[config.mk]
export PLATFORM = sky130hd
export DESIGN_NAME = dac_cmd_core
export DESIGN_NICKNAME = d
export VERILOG_FILES = /design/src/rtl/dac_cmd_pkg.sv /design/src/rtl/dac_spi_rx.sv /design/src/rtl/dac_cmd_decode.sv /design/src/rtl/dac_chan_reg.sv /design/src/rtl/dac_cmd_core.sv
export SDC_FILE = /design/constraint.sdc
export NUM_CORES = 1
export LEC_CHECK = 0
export BUFFER_PORTS_ARGS = -buffer_cell sky130_fd_sc_hd__clkbuf_2
export CAP_MARGIN = 20
export CORE_UTILIZATION = 40
export DETAILED_ROUTE_END_ITERATION = 16
export PLACE_DENSITY = 0.54
export SYNTH_ARGS = -nofsm -noshare
export SYNTH_HDL_FRONTEND = slang
export SYNTH_HIERARCHICAL = 1
export SYNTH_SLANG_ARGS = --single-unit
export TNS_END_PERCENT = 20
[constraint.sdc]
create_clock -name clk_i -period 4.8 [get_ports clk_i]
set_input_delay 0.72 -clock clk_i [delete_from_list [all_inputs] [get_ports clk_i]]
set_output_delay 0.72 -clock clk_i [all_outputs]
set_load 0.02 [all_outputs]
[src/rtl/dac_cmd_pkg.sv]
package dac_cmd_pkg;
  localparam int FRAME_W = 24;
  localparam int DATA_W  = 16;

  typedef enum logic [3:0] {
    OP_WR_HOLD     = 4'h0,
    OP_LOAD        = 4'h1,
    OP_WR_LOAD_ALL = 4'h2,
    OP_WR_LOAD     = 4'h3,
    OP_PD_CHAN     = 4'h4,
    OP_PD_CHIP     = 4'h5,
    OP_REF_INT     = 4'h6,
    OP_REF_EXT     = 4'h7
  } dac_op_e;

  function automatic logic [3:0] frame_op(input logic [FRAME_W-1:0] f);
    return f[23:20];
  endfunction

  function automatic logic [3:0] frame_idx(input logic [FRAME_W-1:0] f);
    return f[19:16];
  endfunction
endpackage

[src/rtl/dac_spi_rx.sv]
module dac_spi_rx #(
  parameter int FRAME_W     = 24,
  parameter int SYNC_STAGES = 2
) (
  input  logic               clk_i,
  input  logic               rst_ni,
  input  logic               sck_i,
  input  logic               mosi_i,
  input  logic               cs_ni,
  output logic               frame_vld_o,
  output logic [FRAME_W-1:0] frame_o
);
  localparam int CNT_W = $clog2(FRAME_W + 2);
  localparam logic [CNT_W-1:0] CNT_FULL = CNT_W'(FRAME_W);
  localparam logic [CNT_W-1:0] CNT_SAT  = CNT_W'(FRAME_W + 1);

  logic [SYNC_STAGES-1:0] sck_sync, mosi_sync, cs_sync;
  logic sck_d, cs_d;
  logic [CNT_W-1:0] bit_cnt;
  logic [FRAME_W-1:0] shift_q;

  always_ff @(posedge clk_i or negedge rst_ni) begin
    if (!rst_ni) begin
      sck_sync  <= '0;
      mosi_sync <= '0;
      cs_sync   <= '1;
    end else begin
      sck_sync  <= {sck_sync[SYNC_STAGES-2:0], sck_i};
      mosi_sync <= {mosi_sync[SYNC_STAGES-2:0], mosi_i};
      cs_sync   <= {cs_sync[SYNC_STAGES-2:0], cs_ni};
    end
  end

  logic sck_s, mosi_s, cs_s, bit_stb, cs_rise;
  assign sck_s   = sck_sync[SYNC_STAGES-1];
  assign mosi_s  = mosi_sync[SYNC_STAGES-1];
  assign cs_s    = cs_sync[SYNC_STAGES-1];
  assign bit_stb = sck_s & ~sck_d & ~cs_s;
  assign cs_rise = cs_s & ~cs_d;

  always_ff @(posedge clk_i or negedge rst_ni) begin
    if (!rst_ni) begin
      sck_d       <= 1'b0;
      cs_d        <= 1'b1;
      bit_cnt     <= '0;
      shift_q     <= '0;
      frame_vld_o <= 1'b0;
      frame_o     <= '0;
    end else begin
      sck_d       <= sck_s;
      cs_d        <= cs_s;
      frame_vld_o <= 1'b0;
      if (cs_rise) begin
        frame_vld_o <= (bit_cnt == CNT_FULL);
        frame_o     <= shift_q;
        bit_cnt     <= '0;
      end else if (bit_stb) begin
        shift_q <= {shift_q[FRAME_W-2:0], mosi_s};
        if (bit_cnt != CNT_SAT) bit_cnt <= bit_cnt + 1'b1;
      end
    end
  end
endmodule

[src/rtl/dac_cmd_decode.sv]
module dac_cmd_decode
  import dac_cmd_pkg::*;
#(
  parameter int NUM_CH = 8,
  parameter int CODE_W = 12
) (
  input  logic               clk_i,
  input  logic               rst_ni,
  input  logic               frame_vld_i,
  input  logic [FRAME_W-1:0] frame_i,
  output logic [NUM_CH-1:0]  wr_hold_o,
  output logic [NUM_CH-1:0]  load_o,
  output logic [NUM_CH-1:0]  pd_set_o,
  output logic [CODE_W-1:0]  code_o,
  output logic               chip_pd_o,
  output logic               ext_ref_o
);
  localparam logic [4:0] NCH = 5'(NUM_CH);

  dac_op_e    op;
  logic [3:0] idx;
  logic       idx_ok, any_load;

  assign op     = dac_op_e'(frame_op(frame_i));
  assign idx    = frame_idx(frame_i);
  assign idx_ok = frame_vld_i && ({1'b0, idx} < NCH);
  assign code_o = frame_i[DATA_W-1 -: CODE_W];
  assign any_load = idx_ok && (op inside {OP_LOAD, OP_WR_LOAD_ALL, OP_WR_LOAD});

  for (genvar i = 0; i < NUM_CH; i++) begin : g_sel
    localparam logic [3:0] IDX = 4'(i);
    logic hit;
    assign hit          = idx_ok && (idx == IDX);
    assign wr_hold_o[i] = hit && (op inside {OP_WR_HOLD, OP_WR_LOAD_ALL, OP_WR_LOAD});
    assign load_o[i]    = (hit && (op inside {OP_LOAD, OP_WR_LOAD}))
                        || (idx_ok && op == OP_WR_LOAD_ALL);
    assign pd_set_o[i]  = hit && op == OP_PD_CHAN;
  end

  always_ff @(posedge clk_i or negedge rst_ni) begin
    if (!rst_ni) begin
      chip_pd_o <= 1'b0;
      ext_ref_o <= 1'b0;
    end else if (frame_vld_i) begin
      if (op == OP_PD_CHIP)    chip_pd_o <= 1'b1;
      else if (any_load)       chip_pd_o <= 1'b0;
      if (op == OP_REF_INT)    ext_ref_o <= 1'b0;
      else if (op == OP_REF_EXT) ext_ref_o <= 1'b1;
    end
  end
endmodule

[src/rtl/dac_chan_reg.sv]
module dac_chan_reg #(
  parameter int CODE_W = 12
) (
  input  logic              clk_i,
  input  logic              rst_ni,
  input  logic              wr_hold_i,
  input  logic              load_i,
  input  logic              pd_set_i,
  input  logic [CODE_W-1:0] code_i,
  output logic [CODE_W-1:0] dac_o,
  output logic              pd_o
);
  logic [CODE_W-1:0] hold_q;

  always_ff @(posedge clk_i or negedge rst_ni) begin
    if (!rst_ni) begin
      hold_q <= '0;
      dac_o  <= '0;
      pd_o   <= 1'b0;
    end else begin
      if (wr_hold_i) hold_q <= code_i;
      // write-and-load forwards the new code past the holding stage
      if (load_i) dac_o <= wr_hold_i ? code_i : hold_q;
      if (load_i) pd_o <= 1'b0;
      else if (pd_set_i) pd_o <= 1'b1;
    end
  end
endmodule

[src/rtl/dac_cmd_core.sv]
module dac_cmd_core
  import dac_cmd_pkg::*;
#(
  parameter int NUM_CH      = 8,
  parameter int CODE_W      = 12,
  parameter int SYNC_STAGES = 2
) (
  input  logic                       clk_i,
  input  logic                       rst_ni,
  input  logic                       sck_i,
  input  logic                       mosi_i,
  input  logic                       cs_ni,
  output logic [NUM_CH*CODE_W-1:0]   dac_code_o,
  output logic [NUM_CH-1:0]          chan_pd_o,
  output logic                       chip_pd_o,
  output logic                       ext_ref_o
);
  logic               frame_vld;
  logic [FRAME_W-1:0] frame_q;
  logic [NUM_CH-1:0]  wr_hold, load, pd_set;
  logic [CODE_W-1:0]  code;

  dac_spi_rx #(.FRAME_W(FRAME_W), .SYNC_STAGES(SYNC_STAGES)) u_rx (
    .clk_i, .rst_ni, .sck_i, .mosi_i, .cs_ni,
    .frame_vld_o(frame_vld), .frame_o(frame_q)
  );

  dac_cmd_decode #(.NUM_CH(NUM_CH), .CODE_W(CODE_W)) u_dec (
    .clk_i, .rst_ni,
    .frame_vld_i(frame_vld), .frame_i(frame_q),
    .wr_hold_o(wr_hold), .load_o(load), .pd_set_o(pd_set), .code_o(code),
    .chip_pd_o, .ext_ref_o
  );

  for (genvar i = 0; i < NUM_CH; i++) begin : g_ch
    dac_chan_reg #(.CODE_W(CODE_W)) u_ch (
      .clk_i, .rst_ni,
      .wr_hold_i(wr_hold[i]), .load_i(load[i]), .pd_set_i(pd_set[i]),
      .code_i(code),
      .dac_o(dac_code_o[i*CODE_W +: CODE_W]),
      .pd_o(chan_pd_o[i])
    );
  end
endmodule

== After elaboration in Yosys (flattened, before gate mapping) ==
Index checks and enable logic that the tools add are counted.

* Register bits after elaboration: 264
* Word-level logic and storage cells: 156
* Input bits: 5
* Output and inout bits: 106

* Bitwise logic cells: 7
* Multiplexer cells: 32
* Eq/ne operators: 16
* Magnitude comparators: 1
* $add $sub $neg: 1
* Reductions and logical operators: 64

{| class="wikitable"
|+ Operators by type and width
! operator !! count
|-
| 12-bit two-way mux || 8
|-
| 1-bit logical AND || 35
|-
| 4-bit by 3-bit == test with 1-bit output, second input constant || 8
|-
| 2-bit nonzero test || 13
|-
| 1-bit two-way mux || 21
|-
| 4-bit by 2-bit == test with 1-bit output, second input constant || 4
|-
| 5-bit two-way mux || 3
|-
| 4-bit by 1-bit == test with 1-bit output, second input constant || 2
|-
| 4-bit zero test || 2
|-
| 1-bit logical OR || 8
|-
| 2-bit AND reduction || 4
|-
| 3-bit nonzero test || 2
|-
| 5-bit by 1-bit adder with 5-bit output, second input constant || 1
|-
| 5-bit == test, second input constant || 1
|-
| 5-bit inequality test, second input constant || 1
|-
| 4-bit < comparator, second input constant || 1
|-
| 1-bit inverter || 4
|-
| 1-bit AND || 3
|}

== Depth between registers and ports, before layout ==
* Depth after elaboration: 6
* Gate-level depth with buffers: 6

== By module ==
The synthesis kept the hierarchy.

{| class="wikitable"
|+ By module, submodules not included
! module !! cells each !! times used !! area an instance (µm²)
|-
| dac_chan_reg || 53 || 8 || 960.9
|-
| dac_spi_rx || 144 || 1 || 2339.7
|-
| dac_cmd_decode || 66 || 1 || 399.1
|}

== Least setup slack after synthesis ==
OpenSTA, ideal clock, no wires.

* Path kind: reg2reg
* Start: register u_rx.frame_o[19]
* End: register g_ch[5].u_ch.dac_o[0]
* Data arrival time: 1730 ps
* Cell stages (with the launch flop): 7
* Required time: 4675 ps
* Path buffers: 1
* Library setup time: 125 ps
* Setup slack: 2945 ps
* Cell sequence: dfrtp_1 > nor3b_2 > nand3_1 > nor2_1 > buf_6 > mux2_4 > mux2_2

* Cells in the longest elaborated chain, start to end: 5

{| class="wikitable"
|+ Ends and longest elaborated chain
! element !! RTL line !! RTL
|-
| from (decl) || dac_spi_rx.sv:11 || <nowiki>output logic [FRAME_W-1:0] frame_o</nowiki>
|-
| from (signal assigned) || dac_spi_rx.sv:55 || <nowiki>frame_o <= shift_q;</nowiki>
|-
| 4-bit < comparator || dac_cmd_decode.sv:26 || <nowiki>assign idx_ok = frame_vld_i && ({1'b0, idx} < NCH);</nowiki>
|-
| 1-bit logical AND || dac_cmd_decode.sv:26 ||
|-
| 1-bit logical AND (*) || dac_cmd_decode.sv:33 || <nowiki>assign hit = idx_ok && (idx == IDX);</nowiki>
|-
| 1-bit logical AND (*) || dac_cmd_decode.sv:34 || <nowiki>assign wr_hold_o[i] = hit && (op inside {OP_WR_HOLD, OP_WR_LOAD_ALL, OP_WR_LOAD});</nowiki>
|-
| named net wr_hold[5] || dac_cmd_core.sv:20 || <nowiki>logic [NUM_CH-1:0] wr_hold, load, pd_set;</nowiki>
|-
| 12-bit two-way mux (*) || n/a ||
|-
| to (signal assigned) || dac_chan_reg.sv:23 || <nowiki>if (load_i) dac_o <= wr_hold_i ? code_i : hold_q;</nowiki>
|-
| to (decl) || dac_chan_reg.sv:10 || <nowiki>output logic [CODE_W-1:0] dac_o,</nowiki>
|}

Mark *: on every way through the listed nets, which the timed path passes. The rest lies on a longest branch.
A chain may end at the register's enable or synchronous reset.

== Final worst setup path ==
* Start: register u_rx.frame_o[23]
* End: register g_ch[1].u_ch.dac_o[8]

* Cells in the longest elaborated chain, start to end: 4

{| class="wikitable"
|+ Ends and longest elaborated chain
! element !! RTL line !! RTL
|-
| 4-bit by 1-bit == test with 1-bit output / 4-bit by 2-bit == test with 1-bit output (equally long branches) || dac_cmd_decode.sv:35 || <nowiki>assign load_o[i] = (hit && (op inside {OP_LOAD, OP_WR_LOAD}))</nowiki>
|-
| 2-bit nonzero test || dac_cmd_decode.sv:35 ||
|-
| 1-bit logical AND || dac_cmd_decode.sv:35 ||
|-
| 1-bit logical OR (*) || dac_cmd_decode.sv:36 || <nowiki>|| (idx_ok && op == OP_WR_LOAD_ALL);</nowiki>
|-
| named net load[1] || dac_cmd_core.sv:20 ||
|-
| to (signal assigned) || dac_chan_reg.sv:23 ||
|-
| to (decl) || dac_chan_reg.sv:10 ||
|}

Marked as above.

==> metrics.md <==
| Metric | Value |
|---|---|
| Outcome | finished, final reports clean |
| Number of vias per cell | 4.86 |
| Synth warn | 6 |
| Max-slew headroom | 0.380 |
| Sequential power share | 0.511 |
| Worst Setup SP | u_rx/frame_o[23]$_DFFE_PN0P_ |
| Class of the most critical setup path | flop to flop |
| Critical Path RT | 5.22 ns |
| Critical path peak fanout | 8 |
| NumNets Final | 763 |
| Longest Clk Path Bufs | 3 |
| Peak VDD IR | 221 uV |
| First-pass GRT wire length | 33.1 mm |
| DIE AREA | 0.0263 sq mm |
| Worst-margin pin slew | 0.929 ns |
| Setup crit start kind | flop |
| PwrDens | 385 mW/mm^2 |
| Final RePlAce weighted congestion | 0.726 |
| Syn Area/Cell | 16.4 sq um |
| Inst Count DP | 1,051 |
| Met2 usage | 0.265 |
| Non-filler cells, final | 1,105 |
| DP HPWL | 13.8 mm |
| I/O pin cnt | 111 |
| Gr ovfl total | 0 |
| Post-CTS Hold Fix Bufs | 0 |
| Rows | 58 |
| CP endpoint kind | flop |
| Net Sw Frac | 0.222 |
| Synthesized netlist cell count | 626 |
| Starting Density | 0.408 |
| Period utilization | 0.448 |
| Largest net degree at the start of global routing | 124 |
| Post-CTS sizing | 0 |
| Number of post-CTS setup repair buffers | 0 |
| Hold slack | 0.225 ns |
| Worst-path clk slew | 0.06 ns |
| Crit-path slowest cell | o21ai_1 |
| Initial antenna violation count | 0 |
| Power Total | 4.66 mW |
| P_sw | 1.03 mW |
| CTS Buf Count | 28 |
| Max H-tree Level | 1 |
| Root cell of the clock tree | clkbuf_16 |
| Die X | 162 um |
| Synth-to-Final Area Change | 17.8% |
| Comb power frac | 0.027 |
| Final Slew Violations | 0 |
| Final Hold Fails | 0 |
| Vias in the first global route | 5,816 |
| Clk sinks | 260 |
| Post-layout min period | 2.15 ns |
| WP data arrival | 2.57 ns |
| Number of I/O port buffers | 110 |
| M1 GR Usage | 0.230 |
| Worst-path cell chain | nor2_1 > nand2_1 > o21ai_1 > buf_4 > mux2_2 |
| Die height | 162 um |
| 1st-iter DRT viols | 245 |
| Unrepaired setup endpoints after global routing | no |
| Area after DPL | 0.0111 sq mm |
| Setup violators final | 0 |
| Filler cell count | 2,137 |
| Layout cell share with drive strength beyond 1 | 0.543 |
| Drt first pass iters | 4 |
| Fin area | 0.0121 sq mm |
| Max Freq | 465 MHz |
| Met3 Use GR | 0.0258 |
| Mapped Nets | 634 |
| Max Cap Viol | 0 |
| Grt peak-use layer | met2 |
| Hold WC Path Type | primary input to async pin |
| Core area | 0.0252 sq mm |
| Cell Area, Synth | 0.0103 sq mm |
| Layout Skew | 0.0183 ns |
| Skew-Pair Late Insertion Delay | 0.54 ns |
| CP max stage delay | 0.52 ns |
| Leakage | 6.24 nW |
| CP delay by family, top | compound AO/OA/AOI/OAI gates |
| Residual DRC count | 0 |
| Routed WL | 21.1 mm |
| Ant. Diodes | 0 |
| Clk pwr share | 0.462 |
| Final antenna-violating net count | 0 |
| Buf/Inv on CP | 1 |
| FF-to-FF Start | u_rx/frame_o[23]$_DFFE_PN0P_ |
| GRT Util Overall | 0.163 |
| Setup_tns | 0 ns |
| WL per Instance | 19.1 um |
| Vias | 5,366 |
| Internal Power | 3.63 mW |
| CTS tree | yes |
-- registers in the layout (all words and copies together) (netlist names) --
register and cells:
g_ch.u_ch/dac_o 96, g_ch.u_ch/hold_q 96, g_ch.u_ch/pd_o 8, u_dec/chip_pd_o 1
u_dec/ext_ref_o 1, u_rx/bit_cnt 5, u_rx/cs_d 1, u_rx/cs_sync 2
u_rx/frame_o 20, u_rx/frame_vld_o 1, u_rx/mosi_sync 2, u_rx/sck_d 1
u_rx/sck_sync 2, u_rx/shift_q 24
-- per-stage QoR --
| stage | setup slack [ns] | util |
|---|---|---|
| global placement | 2.37 | 0.441 |
| global route | 2.49 | 0.481 |
| finish | 2.65 | 0.481 |
| floorplan | 2.95 | - |
| detailed placement | 2.33 | 0.442 |
| CTS | 2.32 | 0.480 |
-- final timing paths --
kind	to	slack (ns)	depth (start not counted)
setup / recovery	g_ch[1].u_ch/dac_o[8]$_DFFE_PN0P_	2.65	5
hold / removal	g_ch[3].u_ch/dac_o[5]$_DFFE_PN0P_	0.22	1
setup reg to reg	g_ch[1].u_ch/dac_o[8]$_DFFE_PN0P_	2.65	5
hold reg to reg	u_rx/mosi_sync[1]$_DFF_PN0_	0.35	0
max in group asynchronous	g_ch[6].u_ch/dac_o[8]$_DFFE_PN0P_	3.25	2
min in group clk_i	u_rx/cs_sync[0]$_DFF_PN1_	0.28	1
-- cell usage in the layout, fill, tap and decap left out, types with 3 or more instances in the layout --
master	count
buf_4	22
bufinv_16	3
clkbuf_1	3
clkbuf_16	28
clkbuf_2	109
clkbuf_8	6
clkinv_2	9
dfrtp_1	257
dfstp_2	3
ha_1	3
inv_1	5
mux2_2	148
mux2_4	88
mux2i_1	4
nand2_1	17
nand3_1	5
nor2_1	35
nor2b_1	4
o21ai_1	8
-- power by group through the flow --
stage | Clock, mW | Combinational, mW | Sequential [mW]
after floorplan | 0 | 0.122 | 2.31
after global placement | 0 | 0.123 | 2.42
after detailed placement | 0 | 0.130 | 2.42
after CTS | 2.22 | 0.131 | 2.38
after global routing | 2.31 | 0.141 | 2.39
final | 2.15 | 0.126 | 2.38
-- routing by layer --
| layer | part of all wire | routed length [um] |
|---|---|---|
| met4 | 0.013 | 274 |
| met1 | 0.47 | 9870 |
| met2 | 0.48 | 10100 |
| met5 | 0 | 0 |
| met3 | 0.040 | 851 |
-- final cells by class --
type / count / area [sq um] / area share
clock buffer: 37 / 795 / 0.0656
clock inverter: 13 / 151 / 0.0125
inverter: 5 / 18.8 / 0.00155
multi-input combinational: 328 / 3490 / 0.289
sequential: 260 / 6510 / 0.538
tap: 330 / 413 / 0.0341
timing repair buffer: 132 / 726 / 0.0599
Note: power is estimated with default switching activity, not from simulation.
